[config.mk]
export PLATFORM = sky130hd
export DESIGN_NAME = uart_irq_ident
export DESIGN_NICKNAME = d
export VERILOG_FILES = /design/src/rtl/uart_irq_pkg.sv /design/src/rtl/irq_en_reg.sv /design/src/rtl/irq_src_track.sv /design/src/rtl/irq_prio_encoder.sv /design/src/rtl/uart_irq_ident.sv
export SDC_FILE = /design/constraint.sdc
export NUM_CORES = 1
export LEC_CHECK = 0
export ABC_AREA = 1
export BUFFER_PORTS_ARGS = -buffer_cell sky130_fd_sc_hd__buf_4
export CELL_PAD_IN_SITES_DETAIL_PLACEMENT = 1
export CELL_PAD_IN_SITES_GLOBAL_PLACEMENT = 2
export CORE_MARGIN = 10
export CORE_UTILIZATION = 23
export DETAILED_ROUTE_END_ITERATION = 8
export PLACE_DENSITY = 0.87
export REMOVE_ABC_BUFFERS = 1
export SLEW_MARGIN = 25
export SYNTH_ARGS = -nofsm -noshare
export SYNTH_HDL_FRONTEND = slang
export SYNTH_HIERARCHICAL = 1
export SYNTH_SLANG_ARGS = --single-unit
[constraint.sdc]
create_clock -name clk -period 1.45 [get_ports clk]
set_clock_uncertainty 0.05 [all_clocks]
set_input_delay 0.2175 -clock clk [delete_from_list [all_inputs] [get_ports clk]]
set_output_delay 0.2175 -clock clk [all_outputs]
set_load 0.02 [all_outputs]
[src/rtl/uart_irq_pkg.sv]
package uart_irq_pkg;

  localparam int SRC_N = 5;

  // source index == enable bit position
  localparam int S_RXDATA = 0;
  localparam int S_TXREQ  = 1;
  localparam int S_LINE   = 2;
  localparam int S_MODEM  = 3;
  localparam int S_TMO    = 4;
  localparam int EN_UNIT  = 6;

  typedef enum logic [2:0] {
    ID_MODEM  = 3'b000,
    ID_TXREQ  = 3'b001,
    ID_RXDATA = 3'b010,
    ID_LINE   = 3'b011,
    ID_TMO    = 3'b110
  } irq_code_e;

  localparam logic [3:0] ID_NONE = 4'b0001;

  // Identification value from the enabled, pending source vector.
  function automatic logic [3:0] ident_value(input logic [SRC_N-1:0] act);
    logic [3:0] v;
    if (act[S_LINE])        v = {ID_LINE, 1'b0};
    else if (act[S_RXDATA]) v = {ID_RXDATA, 1'b0};
    else if (act[S_TMO])    v = {ID_TMO, 1'b0};
    else if (act[S_TXREQ])  v = {ID_TXREQ, 1'b0};
    else if (act[S_MODEM])  v = {ID_MODEM, 1'b0};
    else                    v = ID_NONE;
    return v;
  endfunction

endpackage

[src/rtl/irq_en_reg.sv]
module irq_en_reg #(
  parameter int DATA_W   = 8,
  parameter int ADDR_W   = 3,
  parameter int ADDR_IER = 1
) (
  input  logic              clk,
  input  logic              rst_n,
  input  logic              wr,
  input  logic [ADDR_W-1:0] addr,
  input  logic [DATA_W-1:0] wdata,
  input  logic              dlab,
  output logic [DATA_W-1:0] en_q,
  output logic              wr_hit
);

  assign wr_hit = wr && !dlab && (addr == ADDR_W'(ADDR_IER));

  always_ff @(posedge clk) begin
    if (!rst_n)      en_q <= '0;
    else if (wr_hit) en_q <= wdata;
  end


  dlab_write_ignored_chk: assert property (@(posedge clk) disable iff (!rst_n)
    (wr && dlab) |=> $stable(en_q));

endmodule

[src/rtl/irq_src_track.sv]
module irq_src_track
  import uart_irq_pkg::*;
(
  input  logic             clk,
  input  logic             rst_n,
  input  logic             fifo_mode,
  input  logic             line_err_set,
  input  logic             lsr_read,
  input  logic             rx_trig_hit,
  input  logic             rbr_full,
  input  logic             rx_timeout,
  input  logic             tx_req_set,
  input  logic             tx_clr,
  input  logic             modem_chg,
  input  logic             msr_read,
  output logic [SRC_N-1:0] pend
);

  logic line_q, modem_q, tx_q, rxd_q, tmo_q;
  logic rxd_src;

  assign rxd_src = fifo_mode ? rx_trig_hit : rbr_full;

  always_ff @(posedge clk) begin
    if (!rst_n) begin
      line_q  <= 1'b0;
      modem_q <= 1'b0;
      tx_q    <= 1'b0;
      rxd_q   <= 1'b0;
      tmo_q   <= 1'b0;
    end else begin
      line_q  <= line_err_set | (line_q & ~lsr_read);
      modem_q <= modem_chg    | (modem_q & ~msr_read);
      tx_q    <= tx_req_set   | (tx_q & ~tx_clr);
      rxd_q   <= rxd_src;
      tmo_q   <= rx_timeout;
    end
  end

  always_comb begin
    pend           = '0;
    pend[S_RXDATA] = rxd_q;
    pend[S_TXREQ]  = tx_q;
    pend[S_LINE]   = line_q;
    pend[S_MODEM]  = modem_q;
    pend[S_TMO]    = tmo_q;
  end


  line_hold_chk: assert property (@(posedge clk) disable iff (!rst_n)
    (line_q && !lsr_read) |=> line_q);

  modem_hold_chk: assert property (@(posedge clk) disable iff (!rst_n)
    (modem_q && !msr_read) |=> modem_q);

  tx_hold_chk: assert property (@(posedge clk) disable iff (!rst_n)
    (tx_q && !tx_clr) |=> tx_q);

endmodule

[src/rtl/irq_prio_encoder.sv]
module irq_prio_encoder
  import uart_irq_pkg::*;
(
  input  logic [SRC_N-1:0] act,
  output logic [3:0]       id,
  output logic [SRC_N-1:0] grant
);

  // rank order, highest first
  localparam int ORDER [SRC_N] = '{S_LINE, S_RXDATA, S_TMO, S_TXREQ, S_MODEM};

  logic [SRC_N:0] blocked;
  assign blocked[0] = 1'b0;

  for (genvar k = 0; k < SRC_N; k++) begin : g_rank
    assign grant[ORDER[k]] = act[ORDER[k]] && !blocked[k];
    assign blocked[k+1]    = blocked[k] || act[ORDER[k]];
  end

  assign id = ident_value(act);


  single_grant_chk: assert final ($onehot0(grant));

  pending_flag_chk: assert final ((|grant) == !id[0]);

endmodule

[src/rtl/uart_irq_ident.sv]
module uart_irq_ident
  import uart_irq_pkg::*;
#(
  parameter int DATA_W   = 8,
  parameter int ADDR_W   = 3,
  parameter int ADDR_IER = 1,
  parameter int ADDR_IIR = 2
) (
  input  logic              clk,
  input  logic              rst_n,
  input  logic              bus_wr,
  input  logic              bus_rd,
  input  logic [ADDR_W-1:0] bus_addr,
  input  logic [DATA_W-1:0] bus_wdata,
  output logic [DATA_W-1:0] bus_rdata,
  input  logic              dlab,
  input  logic              fifo_mode,
  input  logic              line_err_set,
  input  logic              lsr_read,
  input  logic              rx_trig_hit,
  input  logic              rbr_full,
  input  logic              rx_timeout,
  input  logic              tx_req_set,
  input  logic              modem_chg,
  input  logic              msr_read,
  output logic              irq,
  output logic [3:0]        irq_id
);

  localparam logic [ADDR_W-1:0] A_IER = ADDR_W'(ADDR_IER);
  localparam logic [ADDR_W-1:0] A_IIR = ADDR_W'(ADDR_IIR);

  logic [DATA_W-1:0] en_q;
  logic              en_wr_hit;
  logic [SRC_N-1:0]  pend;
  logic [SRC_N-1:0]  act;
  logic [SRC_N-1:0]  grant;
  logic              unit_on;
  logic              iir_rd;
  logic              tx_clr;

  irq_en_reg #(.DATA_W(DATA_W), .ADDR_W(ADDR_W), .ADDR_IER(ADDR_IER)) u_en (
    .clk(clk), .rst_n(rst_n), .wr(bus_wr), .addr(bus_addr),
    .wdata(bus_wdata), .dlab(dlab), .en_q(en_q), .wr_hit(en_wr_hit)
  );

  assign unit_on = en_q[EN_UNIT];
  assign iir_rd  = bus_rd && (bus_addr == A_IIR);
  assign tx_clr  = iir_rd && grant[S_TXREQ];

  irq_src_track u_src (
    .clk(clk), .rst_n(rst_n), .fifo_mode(fifo_mode),
    .line_err_set(line_err_set), .lsr_read(lsr_read),
    .rx_trig_hit(rx_trig_hit), .rbr_full(rbr_full), .rx_timeout(rx_timeout),
    .tx_req_set(tx_req_set), .tx_clr(tx_clr),
    .modem_chg(modem_chg), .msr_read(msr_read), .pend(pend)
  );

  for (genvar s = 0; s < SRC_N; s++) begin : g_mask
    assign act[s] = pend[s] && en_q[s] && unit_on;
  end

  irq_prio_encoder u_prio (.act(act), .id(irq_id), .grant(grant));

  assign irq = |act;

  always_comb begin
    bus_rdata = '0;
    if (bus_addr == A_IER && !dlab) bus_rdata = en_q;
    else if (bus_addr == A_IIR)     bus_rdata = DATA_W'(irq_id);
  end


  unit_off_quiet_chk: assert property (@(posedge clk) disable iff (!rst_n)
    !unit_on |-> (!irq && irq_id == ID_NONE));

  irq_matches_id_chk: assert property (@(posedge clk) disable iff (!rst_n)
    irq == !irq_id[0]);

  tx_clear_effect_chk: assert property (@(posedge clk) disable iff (!rst_n)
    (tx_clr && !tx_req_set) |=> !pend[S_TXREQ]);

  en_write_lands_chk: assert property (@(posedge clk) disable iff (!rst_n)
    en_wr_hit |=> (en_q == $past(bus_wdata)));

endmodule

==> flow_summary.rst, run 1 <==
.. list-table::
   :header-rows: 1

   * - Metric
     - Value
   * - Clock latency on the worst-skew pair
     - 0.24 ns
   * - Vias/cell
     - 4.15
   * - Clock sink count
     - 13
   * - Setup repair after global routing missed its margin
     - true
   * - Static Leak
     - 0.740 nW
   * - Width of the chip
     - 81.9 um
   * - Final Cell Area
     - 1430 um2
   * - Post-route antenna net violation count
     - 0
   * - Setup CP Type
     - register to output port
   * - DP Area
     - 1190 um2
   * - DRC errors left
     - 0
   * - Worst path arrival time
     - 1.33 ns
   * - DR iter-0 viols
     - 44
   * - Share of the clock period used by the worst path after layout
     - 111%
   * - Post-synth design cell area
     - 881 um2
   * - Die area
     - 6710 um2
   * - CTS H-Tree Depth
     - 1
   * - Clock tree from TritonCTS
     - done
   * - Starting utilization of the core area
     - 23.9%
   * - Share of layout cells above drive strength 1
     - 43.9%
   * - Violations in the final reports
     - setup timing
   * - MaxCap Viol Count
     - 0
   * - Nature of the critical path endpoint
     - output port
   * - Initial antenna violation count
     - 0
   * - Cell area power density
     - 593 nW/um2
   * - Global-route total usage across every layer
     - 8.86%
   * - Yosys warning count
     - 6
   * - Pre-antenna DRT Iters
     - 4
   * - Count of hold-fix buffers inserted at cts
     - 0
   * - Grt ovf
     - 0
   * - Final setup slack of the worst path
     - -0.152 ns
   * - Worst relative slew slack
     - 78.6%
   * - Max IR drop VDD
     - 0.000267 V
   * - Avg Cell Area, Syn
     - 6.16 um2
   * - Result of the run
     - finished with violations
   * - CTS clk-pin slew, worst paths
     - 0.06 ns
   * - P&R area growth vs syn
     - 62.5%
   * - Class of the worst hold path
     - input pin to register
   * - I/O pin total
     - 38
   * - Net count of the finished layout
     - 213
   * - Highest net fanout along the worst path
     - 6
   * - Post-DR wirelength/cell
     - 12.9 um
   * - Setup violators final
     - 8
   * - First-pass GRT wire length
     - 4620 um
   * - Via count of the first global-routing pass
     - 1030
   * - Largest net degree at the start of global routing
     - 12
   * - CTS Buffer Depth
     - 2
   * - Area of the core
     - 3690 um2
   * - Placer's final routability congestion estimate
     - 0.737
   * - Total power consumption of the routed design
     - 849 uW
   * - Detailed Place HPWL
     - 2400 um
   * - Final Routed Wirelength
     - 3040 um
   * - Setup Total Neg Slack
     - -0.879 ns
   * - Number of vias after detailed routing
     - 975
   * - Count of input and output buffers
     - 37
   * - Final Hold Violating Endpoints
     - 0
   * - Data required time of the critical path
     - 1.18 ns
   * - Die height
     - 81.9 um
   * - Placement Rows
     - 22
   * - Post-Syn Instances
     - 143
   * - Transition time of the tightest slew-check pin
     - 0.320 ns
   * - Final worst path period need
     - 1.60 ns
   * - Master cell of the clock root buffer
     - sky130_fd_sc_hd__clkbuf_8
   * - Type of element launching the critical path
     - register
   * - Number of antenna diodes
     - 0
   * - Maximum clock rate
     - 624 MHz
   * - Final Max Tran Viols
     - 0
   * - Number of buffers created by CTS
     - 3
## critical path, cell delays in order, from the launching register on
cell and delay, ns:
sky130_fd_sc_hd__dfxtp_4 0.39, sky130_fd_sc_hd__nand3_4 0.09, sky130_fd_sc_hd__inv_4 0.05, sky130_fd_sc_hd__buf_6 0.11, sky130_fd_sc_hd__nor3_4 0.19, sky130_fd_sc_hd__nand2_1 0.09
sky130_fd_sc_hd__nand2_2 0.07, sky130_fd_sc_hd__buf_6 0.11
## registers in the layout, indices dropped and copies added, names as in the netlist
name / flops
u_en/en_q: 8
u_src/line_q: 1
u_src/rxd_q: 1
u_src/tx_q: 1
u_src/tmo_q: 1
u_src/modem_q: 1
## repair_timing
item                                    in CTS  in global routing
gates resized for setup                     22                 19
setup buffers                                5                  3
pin swaps                                    8                 10
endpoints found under the setup margin       8                 10
## cell usage in the layout, fill, tap and decap left out, drive strengths merged
master / n
nand3: 6
nor2: 32
clkbuf: 4
inv: 36
dfxtp: 13
nand4: 12
nand2: 31
buf: 47
o21ai: 1
nor3: 2
a21oi: 3
## power by group
part	total (mW)	switching [mW]	leakage, nW	internal [mW]
Clock	0.320	0.126	0.0228	0.194
Combinational	0.146	0.0752	0.609	0.0709
Sequential	0.383	0.0131	0.108	0.370
## cell type report
type / count / area (um2)
Multi-Input combinational cell: 87 / 517
Tap cell: 48 / 60.1
Clock buffer: 4 / 45.0
Timing Repair Buffer: 47 / 398
Fill cell: 475 / 2260
Sequential cell: 13 / 267
Inverter: 36 / 145
## per-layer routing
metal,GRT usage [%],part of all wire [%]
met1,8.73,38
met3,3.93,8.5
met4,3.06,0.43
met2,16.1,53
met5,0,0
## stage by stage
stage	std cells	setup slack [ns]	hold WS, ns	utilization (%)
3_3_place_gp	223	0.00534	0.359	32.2
5_1_grt	235	-0.219	0.135	38.8
4_1_cts	232	-0.120	0.121	36.2
3_5_place_dp	223	-0.0743	0.371	32.2
6_report	235	-0.152	0.125	38.8
2_1_floorplan	136	-0.237	0.261	-
## worst paths after layout
check | start | end | slack, ns | cells after the start
worst max register to register | u_en/en_q[6]$_SDFFE_PN0P_ | u_src/tx_q$_SDFF_PN0_ | 0.06 | 10
worst min register to register | u_src/modem_q$_SDFF_PN0_ | u_src/modem_q$_SDFF_PN0_ | 0.42 | 2
worst min-delay path | rx_timeout | u_src/tmo_q$_SDFF_PN0_ | 0.12 | 3
worst max-delay path | u_en/en_q[6]$_SDFFE_PN0P_ | bus_rdata[3] | -0.15 | 7
No activity file was read; power rests on OpenSTA's default activity.
==> run 2: changes to the inputs <==
Settings changed: HOLD_SLACK_MARGIN set to 0.02, SETUP_SLACK_MARGIN set to 0.4.
==> run 2 against run 1 <==
The flow still finishes with violations (setup timing). Hold slack better by 0.0018 ns. Clock-buffer cell count stayed put. Critical path depth unchanged. Routed wire length up 6.4%. Via count grew 2.9%. Critical endpoint unchanged.
==> flow_summary.rst, run 2 (synthesis results as in run 1) <==
.. list-table::
   :header-rows: 1

   * - Metric
     - Value
   * - Post-DR wirelength/cell
     - 13.6 um
   * - Die area
     - 6710 um2
   * - Violations in the final reports
     - setup timing
   * - Placer's final routability congestion estimate
     - 0.737
   * - Endpoint of the worst-slack reg-to-reg timing path
     - u_src/tx_q$_SDFF_PN0_
   * - Result of the run
     - finished with violations
   * - Logic pwr share
     - 18.1%
   * - Clock group share of total power
     - 37.1%
   * - Setup violators final
     - 9
   * - Count of input and output buffers
     - 37
   * - Worst reg-to-reg path cell count
     - 10
   * - Type of element launching the critical path
     - register
   * - P&R area growth vs syn
     - 70.0%
   * - Initial antenna violation count
     - 0
   * - CTS H-Tree Depth
     - 1
   * - Commonest cells after routing, fill and taps aside
     - sky130_fd_sc_hd__buf_4, sky130_fd_sc_hd__inv_1, sky130_fd_sc_hd__nand2_1
   * - Final Hold Violating Endpoints
     - 0
   * - DP Area
     - 1190 um2
   * - Vias/cell
     - 4.23
   * - R2R Setup Slk
     - 0.13 ns
   * - Final worst hold slack
     - 0.126 ns
   * - Final worst path period need
     - 1.59 ns
   * - Data required time of the critical path
     - 1.18 ns
   * - Grt ovf
     - 0
   * - CTS clk-pin slew, worst paths
     - 0.05 ns
   * - Highest net fanout along the worst path
     - 6
   * - Setup CP Type
     - register to output port
   * - CTS Buffer Depth
     - 2
   * - Final Routed Wirelength
     - 3230 um
   * - Switching share of power
     - 25.4%
   * - Number of antenna diodes
     - 0
   * - Width of the chip
     - 81.9 um
   * - I/O pin total
     - 38
   * - Post-route antenna net violation count
     - 0
   * - Final Cell Area
     - 1500 um2
   * - Worst relative slew slack
     - 79.4%
   * - Net count of the finished layout
     - 215
   * - Cell area power density
     - 572 nW/um2
   * - Clock tree from TritonCTS
     - done
   * - Nature of the critical path endpoint
     - output port
   * - Starting utilization of the core area
     - 23.9%
   * - Worst path arrival time
     - 1.32 ns
   * - Fill count
     - 460
   * - Portion of total power attributed to sequential cells
     - 44.8%
   * - Core occupancy in the finished layout
     - 40.6%
   * - Maximum clock rate
     - 629 MHz
   * - DR iter-0 viols
     - 35
   * - Internal power contribution
     - 638 uW
   * - Clock sink count
     - 13
   * - Detailed Place HPWL
     - 2400 um
   * - Launch instance of the worst min-delay path
     - rx_timeout
   * - First-pass GRT wire length
     - 4840 um
   * - Total power consumption of the routed design
     - 856 uW
   * - Hold EP
     - u_src/tmo_q$_SDFF_PN0_
   * - Global-route total usage across every layer
     - 9.44%
   * - Setup Total Neg Slack
     - -0.945 ns
   * - Transition time of the tightest slew-check pin
     - 0.309 ns
   * - Setup repair after global routing missed its margin
     - true
   * - Reg with most FFs
     - u_en/en_q
   * - Static Leak
     - 0.754 nW
   * - Master cell of the clock root buffer
     - sky130_fd_sc_hd__clkbuf_8
   * - Number of buffers created by CTS
     - 3
   * - Pre-antenna DRT Iters
     - 4
   * - Cells on Worst Hold Path
     - 3
   * - Clock latency on the worst-skew pair
     - 0.24 ns
   * - Power spent charging and discharging nets
     - 218 uW
   * - Leading cell type in the layout, fill and taps excluded
     - sky130_fd_sc_hd__buf_4
   * - Area of the core
     - 3690 um2
   * - Final Max Tran Viols
     - 0
   * - DRC errors left
     - 0
   * - Placement Rows
     - 22
   * - Share of layout cells above drive strength 1
     - 48.1%
   * - Max reg flops
     - 8
   * - Class of the worst hold path
     - input pin to register
   * - Via count of the first global-routing pass
     - 1034
   * - Max IR drop VDD
     - 0.000267 V
   * - MaxCap Viol Count
     - 0
   * - Share of the clock period used by the worst path after layout
     - 110%
   * - Die height
     - 81.9 um
   * - Start point of the critical path
     - u_en/en_q[6]$_SDFFE_PN0P_
   * - Largest net degree at the start of global routing
     - 12
   * - Reg-to-Reg Start
     - u_en/en_q[6]$_SDFFE_PN0P_
   * - Final setup slack of the worst path
     - -0.140 ns
   * - Number of vias after detailed routing
     - 1003
[run 2: cell count changes in the layout (fill, tap and decap cells not counted), moves of 2 or more]
cell                     change
sky130_fd_sc_hd__buf_4       -2
sky130_fd_sc_hd__inv_2       +2
sky130_fd_sc_hd__buf_6       +4
sky130_fd_sc_hd__inv_1       -3
sky130_fd_sc_hd__nor2_4      +3
sky130_fd_sc_hd__nor2_1      -3
[run 2: final cells by class]
class	count	area (um2)	area share (%)
inverter	36	148	9.86
multi-input combinational	87	549	36.7
tap	48	60.1	4.01
sequential	13	268	17.9
timing repair buffer	49	428	28.6
clock buffer	4	45.0	3.01
[run 2: how the worst max path moves through the flow]
stage / end / cells after the start
floorplan: bus_rdata[3] / 6
global placement: bus_rdata[3] / 7
detailed placement: bus_rdata[3] / 7
CTS: bus_rdata[3] / 7
global route: bus_rdata[0] / 8
finish: bus_rdata[3] / 7
[run 2: per-stage QoR]
| stage | std cells | setup slack, ns |
|---|---|---|
| finish | 237 | -0.140 |
| CTS | 234 | -0.120 |
| global placement | 223 | 0.00534 |
| floorplan | 136 | -0.237 |
| global route | 237 | -0.225 |
| detailed placement | 223 | -0.0743 |
[run 2: critical path: stages, from the launching register on]
cell and delay [ns]:
sky130_fd_sc_hd__dfxtp_4 0.38, sky130_fd_sc_hd__nand3_4 0.08, sky130_fd_sc_hd__inv_4 0.05, sky130_fd_sc_hd__buf_6 0.11, sky130_fd_sc_hd__nor3_4 0.19, sky130_fd_sc_hd__nand2_1 0.08
sky130_fd_sc_hd__nand2_2 0.07, sky130_fd_sc_hd__buf_6 0.12
[run 2: repair_timing]
action                     4_1_cts  5_1_grt
hold buffers                     0        0
setup endpoints to repair       14       14
cloned                           0        0
setup buffers                    7        3
pin swaps                       15        7
hold endpoints to repair         0        0
resized for setup               37       20
[run 2: power by group through the flow]
| stage | combinational, mW | clock (mW) | sequential [mW] |
|---|---|---|---|
| detailed placement | 0.144 | 0 | 0.388 |
| floorplan | 0.0606 | 0 | 0.385 |
| finish | 0.155 | 0.317 | 0.384 |
| global route | 0.172 | 0.349 | 0.386 |
| global placement | 0.139 | 0 | 0.388 |
| CTS | 0.154 | 0.328 | 0.381 |
[run 2: layer usage]
metal / vias to the layer above / part of all wire (%) / GRT usage, % / wire length (um)
met5: - / 0 / 0 / 0
met4: 0 / 2.0 / 3.06 / 63
met3: 6 / 7.2 / 3.49 / 232
met2: 26 / 54 / 17.9 / 1760
met1: 455 / 36 / 9.17 / 1180
li1: 516 / - / - / -
==> run 3: changes to the inputs <==
--- a/config.mk
+++ b/config.mk
@@ -7,3 +7,2 @@
 export LEC_CHECK = 0
-export ABC_AREA = 1
 export BUFFER_PORTS_ARGS = -buffer_cell sky130_fd_sc_hd__buf_4
@@ -12,6 +11,6 @@
 export CORE_MARGIN = 10
-export CORE_UTILIZATION = 23
+export CORE_UTILIZATION = 24
 export DETAILED_ROUTE_END_ITERATION = 8
 export HOLD_SLACK_MARGIN = 0.02
-export PLACE_DENSITY = 0.87
+export PLACE_DENSITY = 0.86
 export REMOVE_ABC_BUFFERS = 1
--- a/constraint.sdc
+++ b/constraint.sdc
@@ -4,2 +4,2 @@
 set_output_delay 0.2175 -clock clk [all_outputs]
-set_load 0.02 [all_outputs]
+set_load 0.05 [all_outputs]
==> run 3 against run 2 <==
The flow still finishes with violations (setup timing). Critical path depth down 1. Non-clock buffer count is 3 higher. Synthesized cell count fell by 40%. Die area down 15%. Area after synthesis decreased by 15%. Total power decreased by 16%. First-iteration DRC count decreased by 71%. Hold slack lost 0.025 ns. Routed wire length fell by 15%.
==> flow_summary.rst, run 3 <==
.. list-table::
   :header-rows: 1

   * - Metric
     - Value
   * - Result of the run
     - finished with violations
   * - DRC errors left
     - 0
   * - Highest net fanout along the worst path
     - 5
   * - Share of layout cells above drive strength 1
     - 52.2%
   * - Clock tree from TritonCTS
     - done
   * - Reg with most FFs
     - u_en/en_q
   * - Maximum clock rate
     - 499 MHz
   * - P&R area growth vs syn
     - 75.3%
   * - Setup violators final
     - 10
   * - Clock sink count
     - 13
   * - Worst relative slew slack
     - 76.3%
   * - Setup Total Neg Slack
     - -4.31 ns
   * - Violations in the final reports
     - setup timing
   * - Type of element launching the critical path
     - register
   * - CTS Buffer Depth
     - 2
   * - Core occupancy in the finished layout
     - 43.5%
   * - Net count of the finished layout
     - 160
   * - Largest delay share family, worst path
     - simple AND/OR/NAND/NOR gates
   * - Fill count
     - 333
   * - Transition time of the tightest slew-check pin
     - 0.354 ns
   * - DP Area
     - 1100 um2
   * - Sequential cell area in the final layout
     - 262 um2
   * - Worst path arrival time
     - 1.74 ns
   * - Via count of the first global-routing pass
     - 917
   * - Placed Cells incl. Taps
     - 161
   * - Data required time of the critical path
     - 1.18 ns
   * - Worst-path cell chain
     - and3_4 -> or3_4 -> buf_4 -> a32oi_2 -> nor2_1 -> buf_6
   * - Leading cell type in the layout, fill and taps excluded
     - sky130_fd_sc_hd__buf_4
   * - Final Max Tran Viols
     - 0
   * - Commonest cells after routing, fill and taps aside
     - sky130_fd_sc_hd__buf_4, sky130_fd_sc_hd__nand2_1, sky130_fd_sc_hd__dfxtp_1
   * - Vias/cell
     - 4.76
   * - Class of the worst hold path
     - input pin to register
   * - Avg Cell Area, Syn
     - 8.66 um2
   * - Static Leak
     - 0.608 nW
   * - Number of antenna diodes
     - 0
   * - CTS H-Tree Depth
     - 1
   * - Post-Syn Instances
     - 86
   * - Setup repair after global routing missed its margin
     - true
   * - Final Routed Wirelength
     - 2750 um
   * - Area of the core
     - 3000 um2
   * - Max IR drop VDD
     - 0.000235 V
   * - Starting utilization of the core area
     - 24.8%
   * - Master of the slowest instance on the critical path
     - sky130_fd_sc_hd__or3_4
   * - Final worst hold slack
     - 0.101 ns
   * - Detailed Place HPWL
     - 2050 um
   * - Post-route antenna net violation count
     - 0
   * - Master cell of the clock root buffer
     - sky130_fd_sc_hd__clkbuf_4
   * - Final worst path period need
     - 2.01 ns
   * - CTS clk-pin slew, worst paths
     - 0.08 ns
   * - Count of input and output buffers
     - 37
   * - Uppermost metal layer occupied by signal nets
     - met4
   * - Die height
     - 75.7 um
   * - Pre-antenna DRT Iters
     - 4
   * - MaxCap Viol Count
     - 0
   * - Total power consumption of the routed design
     - 723 uW
   * - Post-DR wirelength/cell
     - 16.5 um
   * - Initial antenna violation count
     - 0
   * - Max reg flops
     - 8
   * - Grt ovf
     - 0
   * - Pre-CTS setup slack
     - -0.357 ns
   * - First-pass GRT wire length
     - 4400 um
   * - Count of hold-fix buffers inserted at cts
     - 0
   * - Final setup slack of the worst path
     - -0.556 ns
   * - Number of buffers created by CTS
     - 3
   * - Final Hold Violating Endpoints
     - 0
   * - Biggest cell delay along the critical path
     - 0.41 ns
   * - Cell area power density
     - 554 nW/um2
   * - Post-synth design cell area
     - 744 um2
   * - Placer's final routability congestion estimate
     - 0.753
   * - Clock latency on the worst-skew pair
     - 0.28 ns
   * - Global-route total usage across every layer
     - 10.2%
   * - DR iter-0 viols
     - 10
   * - Final Cell Area
     - 1310 um2
   * - Number of vias after detailed routing
     - 795
   * - WL met2
     - 1410 um
   * - Share of the clock period used by the worst path after layout
     - 138%
   * - Width of the chip
     - 75.7 um
   * - Largest net degree at the start of global routing
     - 22
   * - Yosys warning count
     - 6
   * - Length of routed wiring on met1
     - 994 um
   * - Area taken by multi-input logic gates
     - 488 um2
   * - Die area
     - 5730 um2
   * - Crit path buf inv count
     - 2
   * - Placement Rows
     - 20
   * - Nature of the critical path endpoint
     - output port
   * - Met3 wire length
     - 248 um
   * - Setup CP Type
     - register to output port
   * - Final Instance Count excl. Fillers
     - 167
   * - I/O pin total
     - 38
[run 3: worst paths after layout]
check | startpoint | end | slack (ns) | cells past startpoint
worst max-delay path | u_en/en_q[6]$_SDFFE_PN0P_ | bus_rdata[2] | -0.56 | 6
worst min-delay path | rx_timeout | u_src/tmo_q$_SDFF_PN0_ | 0.10 | 2
worst max register to register | u_en/en_q[6]$_SDFFE_PN0P_ | u_src/tx_q$_SDFF_PN0_ | -0.27 | 7
worst min register to register | u_en/en_q[7]$_SDFFE_PN0P_ | u_en/en_q[7]$_SDFFE_PN0P_ | 0.42 | 2
[run 3: per-layer routing]
layer | GRT usage (%) | up-vias
met5 | 0 | -
met4 | 7.42 | 0
met3 | 2.34 | 8
met2 | 18.7 | 34
met1 | 9.66 | 365
li1 | - | 388
[run 3: final cells by class]
cell class / count / area share [%]
Clock buffer: 4 / 2.01
Inverter: 1 / 0.288
Multi-Input combinational cell: 64 / 37.4
Sequential cell: 13 / 20.0
Tap cell: 33 / 3.16
Timing Repair Buffer: 52 / 37.1
[run 3: timing repair]
item | CTS | global route
pin swaps | 9 | 2
resized for setup | 31 | 9
setup endpoints to repair | 14 | 14
buffers inserted | 1 | 1
[run 3: power by group]
group	switching, mW	leakage, nW	internal [mW]
registers	0.00538	0.107	0.369
clock network	0.121	0.0150	0.107
logic	0.0513	0.486	0.0699
